`config.mk`:
```
export PLATFORM = sky130hd
export DESIGN_NAME = fpx_seq
export DESIGN_NICKNAME = d
export VERILOG_FILES = /design/src/rtl/fpx_pkg.sv /design/src/rtl/fpx_cnt_decode.sv /design/src/rtl/fpx_addr_step.sv /design/src/rtl/fpx_seq.sv
export SDC_FILE = /design/constraint.sdc
export NUM_CORES = 1
export LEC_CHECK = 0
export ABC_CLOCK_PERIOD_IN_PS = 3000
export BUFFER_PORTS_ARGS = -buffer_cell sky130_fd_sc_hd__buf_2
export CORE_ASPECT_RATIO = 1.5
export CORE_MARGIN = 8
export CORE_UTILIZATION = 30
export DETAILED_ROUTE_END_ITERATION = 16
export PLACE_DENSITY = 0.6
export SYNTH_ARGS = -nofsm -noshare
export SYNTH_HDL_FRONTEND = slang
export SYNTH_SLANG_ARGS = --single-unit
```
`constraint.sdc`:
```
create_clock -name clk -period 3 [get_ports clk]
set_input_delay 0.15 -clock clk [delete_from_list [all_inputs] [get_ports clk]]
set_output_delay 0.15 -clock clk [all_outputs]
set_load 0.05 [all_outputs]
```
`src/rtl/fpx_pkg.sv`:
```
package fpx_pkg;

    typedef enum logic [1:0] {
        FOP_LOAD  = 2'd0,
        FOP_STORE = 2'd1,
        FOP_ADDI  = 2'd2,
        FOP_SUBI  = 2'd3
    } fop_e;

endpackage

```
`src/rtl/fpx_cnt_decode.sv`:
```
module fpx_cnt_decode #(
    parameter int OFF_W = 8,
    parameter int LIMIT = 32,
    parameter int CNT_W = $clog2(LIMIT + 1),
    parameter int TOT_W = $clog2(2 * LIMIT + 2)
) (
    input  logic [OFF_W-1:0] woff_i,
    input  logic             dbl_i,
    input  logic             wb_i,
    output logic [CNT_W-1:0] cnt_o,
    output logic             bad_o,
    output logic             wb_eff_o,
    output logic [TOT_W-1:0] xfers_o,
    output logic [TOT_W-1:0] total_o
);

    logic [OFF_W-1:0] raw;
    logic             over;
    logic             zero;

    always_comb begin
        raw      = dbl_i ? (woff_i >> 1) : woff_i;
        over     = raw > OFF_W'(LIMIT);
        zero     = (raw == '0);
        bad_o    = over | zero;
        cnt_o    = over ? CNT_W'(LIMIT) : raw[CNT_W-1:0];
        wb_eff_o = wb_i | zero;
        xfers_o  = dbl_i ? (TOT_W'(cnt_o) << 1) : TOT_W'(cnt_o);
        total_o  = xfers_o + TOT_W'(wb_eff_o);
    end

endmodule

```
`src/rtl/fpx_addr_step.sv`:
```
module fpx_addr_step #(
    parameter int ADDR_W = 11
) (
    input  logic signed [ADDR_W-1:0] addr_i,
    input  logic                     wup_i,
    input  logic                     dir_i,
    input  logic                     dbl_i,
    input  logic                     half_i,
    output logic signed [ADDR_W-1:0] cur_o,
    output logic signed [ADDR_W-1:0] nxt_addr_o,
    output logic                     nxt_up_o
);

    localparam logic signed [ADDR_W-1:0] WORD_B = ADDR_W'(4);
    localparam logic signed [ADDR_W-1:0] DBL_B  = ADDR_W'(8);

    logic signed [ADDR_W-1:0] step;
    logic signed [ADDR_W-1:0] moved;

    always_comb begin
        // second word of a double sits one word beyond in the original direction
        if (half_i)
            cur_o = dir_i ? (addr_i + WORD_B) : (addr_i - WORD_B);
        else
            cur_o = addr_i;

        step  = dbl_i ? DBL_B : WORD_B;
        moved = wup_i ? (addr_i + step) : (addr_i - step);

        if (!wup_i && (moved[ADDR_W-1] || moved == '0)) begin
            nxt_up_o   = 1'b1;
            nxt_addr_o = -moved;
        end else begin
            nxt_up_o   = wup_i;
            nxt_addr_o = moved;
        end
    end

endmodule

```
`src/rtl/fpx_seq.sv`:
```
module fpx_seq
    import fpx_pkg::*;
#(
    parameter int BASE_W = 5,
    parameter int REG_W  = 6,
    parameter int OFF_W  = 8,
    parameter int LIMIT  = 32
) (
    input  logic              clk,
    input  logic              rst_n,
    input  logic              start_i,
    input  logic [BASE_W-1:0] base_i,
    input  logic [REG_W-1:0]  fp_first_i,
    input  logic              dbl_i,
    input  logic              up_i,
    input  logic              wb_i,
    input  logic              load_i,
    input  logic [OFF_W-1:0]  woff_i,
    input  logic              uop_ready_i,
    output logic              uop_valid_o,
    output logic [1:0]        uop_op_o,
    output logic [BASE_W-1:0] uop_base_o,
    output logic [REG_W-1:0]  uop_reg_o,
    output logic              uop_up_o,
    output logic [OFF_W+1:0]  uop_disp_o,
    output logic              uop_last_o,
    output logic              uop_dcommit_o,
    output logic              done_o,
    output logic              bad_cnt_o
);

    localparam int DISP_W = OFF_W + 2;
    localparam int ADDR_W = DISP_W + 1;
    localparam int CNT_W  = $clog2(LIMIT + 1);
    localparam int TOT_W  = $clog2(2 * LIMIT + 2);

    typedef struct packed {
        logic                     busy;
        logic                     done;
        logic                     bad;
        logic [TOT_W-1:0]         idx;
        logic [TOT_W-1:0]         total;
        logic [TOT_W-1:0]         xfers;
        logic                     half;
        logic signed [ADDR_W-1:0] addr;
        logic                     wup;
        logic [REG_W-1:0]         freg;
        logic [BASE_W-1:0]        base;
        logic                     dbl;
        logic                     dir;
        logic                     ld;
        logic [OFF_W-1:0]         woff;
    } seq_st_t;

    seq_st_t s_d, s_q;

    logic [CNT_W-1:0]         dec_cnt;
    logic                     dec_bad;
    logic                     dec_wb;
    logic [TOT_W-1:0]         dec_xfers;
    logic [TOT_W-1:0]         dec_total;

    logic signed [ADDR_W-1:0] cur_addr;
    logic signed [ADDR_W-1:0] nxt_addr;
    logic                     nxt_up;

    logic                     fire;
    logic                     is_xfer;
    logic                     is_last;
    fop_e                     op_sel;

    fpx_cnt_decode #(
        .OFF_W (OFF_W),
        .LIMIT (LIMIT),
        .CNT_W (CNT_W),
        .TOT_W (TOT_W)
    ) u_dec (
        .woff_i   (woff_i),
        .dbl_i    (dbl_i),
        .wb_i     (wb_i),
        .cnt_o    (dec_cnt),
        .bad_o    (dec_bad),
        .wb_eff_o (dec_wb),
        .xfers_o  (dec_xfers),
        .total_o  (dec_total)
    );

    fpx_addr_step #(
        .ADDR_W (ADDR_W)
    ) u_step (
        .addr_i     (s_q.addr),
        .wup_i      (s_q.wup),
        .dir_i      (s_q.dir),
        .dbl_i      (s_q.dbl),
        .half_i     (s_q.half),
        .cur_o      (cur_addr),
        .nxt_addr_o (nxt_addr),
        .nxt_up_o   (nxt_up)
    );

    always_comb begin
        fire    = s_q.busy & uop_ready_i;
        is_xfer = s_q.idx < s_q.xfers;
        is_last = s_q.idx == (s_q.total - TOT_W'(1));
        if (is_xfer)
            op_sel = s_q.ld ? FOP_LOAD : FOP_STORE;
        else
            op_sel = s_q.dir ? FOP_ADDI : FOP_SUBI;
    end

    always_comb begin
        s_d      = s_q;
        s_d.done = 1'b0;
        if (!s_q.busy) begin
            if (start_i) begin
                s_d.busy  = 1'b1;
                s_d.bad   = dec_bad;
                s_d.idx   = '0;
                s_d.total = dec_total;
                s_d.xfers = dec_xfers;
                s_d.half  = 1'b0;
                s_d.addr  = up_i ? '0 : ADDR_W'({woff_i, 2'b00});
                s_d.wup   = up_i;
                s_d.freg  = fp_first_i;
                s_d.base  = base_i;
                s_d.dbl   = dbl_i;
                s_d.dir   = up_i;
                s_d.ld    = load_i;
                s_d.woff  = woff_i;
            end
        end else if (fire) begin
            s_d.idx = s_q.idx + TOT_W'(1);
            if (is_xfer) begin
                s_d.freg = s_q.freg + REG_W'(1);
                if (s_q.dbl && !s_q.half) begin
                    s_d.half = 1'b1;
                end else begin
                    s_d.half = 1'b0;
                    s_d.addr = nxt_addr;
                    s_d.wup  = nxt_up;
                end
            end
            if (is_last) begin
                s_d.busy = 1'b0;
                s_d.done = 1'b1;
            end
        end
    end

    always_ff @(posedge clk or negedge rst_n) begin
        if (!rst_n)
            s_q <= '0;
        else
            s_q <= s_d;
    end

    always_comb begin
        uop_valid_o   = s_q.busy;
        uop_op_o      = op_sel;
        uop_base_o    = s_q.base;
        uop_reg_o     = s_q.freg;
        uop_up_o      = is_xfer ? s_q.wup : s_q.dir;
        uop_disp_o    = is_xfer ? cur_addr[DISP_W-1:0] : {s_q.woff, 2'b00};
        uop_last_o    = is_last;
        uop_dcommit_o = ~is_last;
        done_o        = s_q.done;
        bad_cnt_o     = s_q.bad;
    end


    hold_stable_chk: assert property (@(posedge clk) disable iff (!rst_n)
        (uop_valid_o && !uop_ready_i) |=> (uop_valid_o && $stable(uop_op_o) &&
        $stable(uop_disp_o) && $stable(uop_reg_o) && $stable(uop_last_o)));


    done_pulse_chk: assert property (@(posedge clk) disable iff (!rst_n)
        (uop_valid_o && uop_ready_i && uop_last_o) |=> (done_o && !uop_valid_o));


    start_ignored_chk: assert property (@(posedge clk) disable iff (!rst_n)
        (uop_valid_o && !(uop_ready_i && uop_last_o)) |=> (uop_valid_o && $stable(uop_base_o)));


    bad_sticky_chk: assert property (@(posedge clk) disable iff (!rst_n)
        (uop_valid_o || !start_i) |=> $stable(bad_cnt_o));


    disp_nonneg_chk: assert property (@(posedge clk) disable iff (!rst_n)
        (uop_valid_o && (uop_op_o == FOP_LOAD || uop_op_o == FOP_STORE)) |-> !cur_addr[ADDR_W-1]);


    not_last_cont_chk: assert property (@(posedge clk) disable iff (!rst_n)
        (uop_valid_o && uop_ready_i && !uop_last_o) |=> uop_valid_o);

endmodule

```
==> metrics.md <==
| Metric | Value |
|---|---|
| Maximum root-to-sink buffer count | 2 |
| Starting DRT DRC Count | 176 |
| Total number of vias | 3712 |
| #FFs+latches synth | 58 |
| CTS tree | yes |
| Average wire per standard cell | 16.8 um |
| Synth async-reset ratio | 100% |
| Net count after synthesis | 549 |
| FMAX | 345 MHz |
| Tmin final | 2.90 ns |
| DIE HEIGHT | 160 um |
| DP Cell Count | 692 |
| Synth-to-layout area growth | 18.1% |
| Largest family of logic cells by synthesized area | compound AO/OA/AOI/OAI gates |
| Fin. max-slew vios | 0 |
| I/O Buffers | 54 |
| Sequential share of the synthesized area | 34.9% |
| FILL cells | 1393 |
| Synth Area in Adders | 9.09% |
| Status | finished clean |
| Worst Tran Pin Value | 0.645 ns |
| Cell Area, Synth | 4160 um^2 |
| DR pass1 iterations | 4 |
| Layout cells sized above 1 | 20.4% |
| Syn. warnings | 0 |
| Die area | 18000 um^2 |
| GRT Total Usage | 13.5% |
| Worst-path clk slew | 0.05 ns |
| Hold WC Path Type | input pin to flop |
| Crit. End Element | output port |
| Clk sinks | 58 |
| Yosys top cell area share | 34.9% |
| Root Buffer Master | clkbuf_16 |
| Final Hold Viols | 0 |
| Xor/xnor share of the synthesized area | 7.28% |
| Post-DRT Antenna Nets | 0 |
| IO Count | 56 |
| Fin nets | 599 |
| CP Data Required Time | 2.85 ns |
| Starting Density | 30.7% |
| Final setup fails | 0 |
| Post-synthesis mux area share | 2.77% |
| Number of H-tree levels | 3 |
| Max cap viols | 0 |
| Crit path DAT | 2.75 ns |
| Clock Skews | 0.00715 ns |
| Synth Flop Type | dfrtp_1 |
| Clk Latency, worst-skew pair | 0.34 ns |
| Setup CP Type | flop to output port |
| Slew headroom | 56.8% |
| Worst reg-to-reg path cell count | 10 |
| Vias per inst | 5.23 |
| Placer Congestion | 0.843 |
| Synth Instances | 493 |
| Number of remaining DRC errors | 0 |
| Worst-path fanout max | 14 |
| Initial antenna violation count | 0 |
| Mean post-synth cell area | 8.44 um^2 |
| Min-Delay Path Depth | 3 |
| Compound-cell area share of the yosys netlist | 19.8% |
| Period utilization | 96.6% |
| Core Region | 13500 um^2 |
| Most frequent cells in the layout | nand2_1 (72), dfrtp_1 (55), buf_2 (51), nor2_1 (39), o21ai_0 (38) |
| Pre-CTS setup slack | 0.0269 ns |
| Pin count of the biggest net entering global routing | 45 |
| Commonest non-fill, non-tap cell in the layout | nand2_1 |
| Distinct cells, synth | 59 |
| Num CTS Buffers | 9 |
| Post-Synth Simple-Gate Area | 19.2% |
| Dpl hpwl | 9440 um |
| Area leader, netlist | dfrtp_1 |
| First-pass GRT wire length | 19400 um |
| Number of diodes | 0 |
| # rows | 52 |
| EDFF count, synth | 0 |
| Vias in the first global route | 3839 |
| Die X | 112 um |
| Ranking of synthesized cells by area | dfrtp_1 (35%), ha_1 (8.1%), nand2_1 (6.5%), o21ai_0 (4.7%), xnor2_1 (4.6%) |
| Routed WL | 11900 um |
| Global route overflow | 0 |
| Setup crit start kind | flop |
| Post-route insts no fill | 710 |
| PnR worst setup slack | 0.102 ns |
## critical path, cell delays in order, from the launching register on
cell	delay (ns)
dfrtp_1	0.45
ha_1	0.31
nand2_1	0.06
nand2_1	0.05
a221o_1	0.35
a221oi_2	0.32
buf_4	0.27
nor2_1	0.05
a21oi_1	0.23
buf_2	0.32
## cell families after synthesis
logic type / count (synthesis)
AOI/OAI and AO/OA: 125
xor gates and xnor gates: 33
adders and majority gates: 29
buffers and inverters: 61
DFF: 58
muxes: 11
other: 1
and+or+nand+nor: 175
## cell usage after synthesis (all sizes together), types with 2 or more instances
master	instances
nand4	6
xor2	10
nor4	3
nand2b	8
o21ai	39
nor3	9
o21a	2
or2	2
o31ai	3
and3	5
a21o	9
a221o	5
a221oi	4
clkbuf	15
or3	2
nor2	39
a31o	2
o22ai	2
xnor2	22
buf	17
and2	3
inv	29
mux2i	7
ha	27
a22oi	6
o211ai	4
dfrtp	58
nor4b	2
a21oi	28
a211o	4
nand2	72
nand3	19
nor2b	3
a211oi	3
a31oi	4
mux2	4
fa	2
## layer usage
metal,part of all wire (%),up-vias,wire length [um],track usage (%)
met3,3.5,25,418,2.83
met2,53,73,6380,25.1
met4,2.9,0,350,6.96
met1,40,1793,4790,13.9
met5,0,-,0,0
li1,-,1821,-,-
## per-stage QoR
stage | area, um^2 | util (%) | hold WS, ns | setup TNS, ns
after floorplan | 4160 | - | -0.146 | 0
after global placement | 4570 | 33.8 | 0.0797 | 0
after detailed placement | 4570 | 33.8 | 0.0867 | 0
after CTS | 4880 | 36.1 | 0.00548 | 0
after global routing | 4910 | 36.3 | 0.0202 | -0.00601
final | 4910 | 36.3 | 0.0101 | 0
## what timing repair did
action / in CTS / in global routing
setup buffers: 0 / 1
endpoints found under the hold margin: 14 / 0
hold buffers: 1 / 0
setup endpoints to repair: 2 / 11
gates resized for setup: 7 / 13
pin swaps: 2 / 4
gates cloned: 0 / 0
## cell type report
type                            count  area (um^2)  share of cell area, %
Inverter                           29          109                   2.22
Clock inverter                      5         30.0                  0.612
Sequential cell                    58         1460                   29.6
Tap cell                          162          203                   4.13
Clock buffer                       11          243                   4.94
Timing Repair Buffer               71          412                   8.38
Multi-Input combinational cell    374         2460                   50.1
## final timing paths
kind,from,to,slack (ns)
setup / recovery,s_q[53],uop_disp_o[3],0.10
hold / removal,base_i[3],uop_base_o[3],0.01
setup reg to reg,s_q[22],s_q[30],0.14
hold reg to reg,uop_base_o[1],uop_base_o[1],0.47
max in group asynchronous,rst_n,s_q[22],1.81
min in group asynchronous,rst_n,s_q[0],0.27
## flip-flops by register name, summed over array words and instances, names as in the netlist
signal / count
uop_reg_o: 6
s_q: 44
uop_base_o: 5
done_o: 1
uop_valid_o: 1
bad_cnt_o: 1
Power is left out: the tool's default activity adds up to more than one toggle a clock period on the data nets, which glitch-free logic cannot reach.
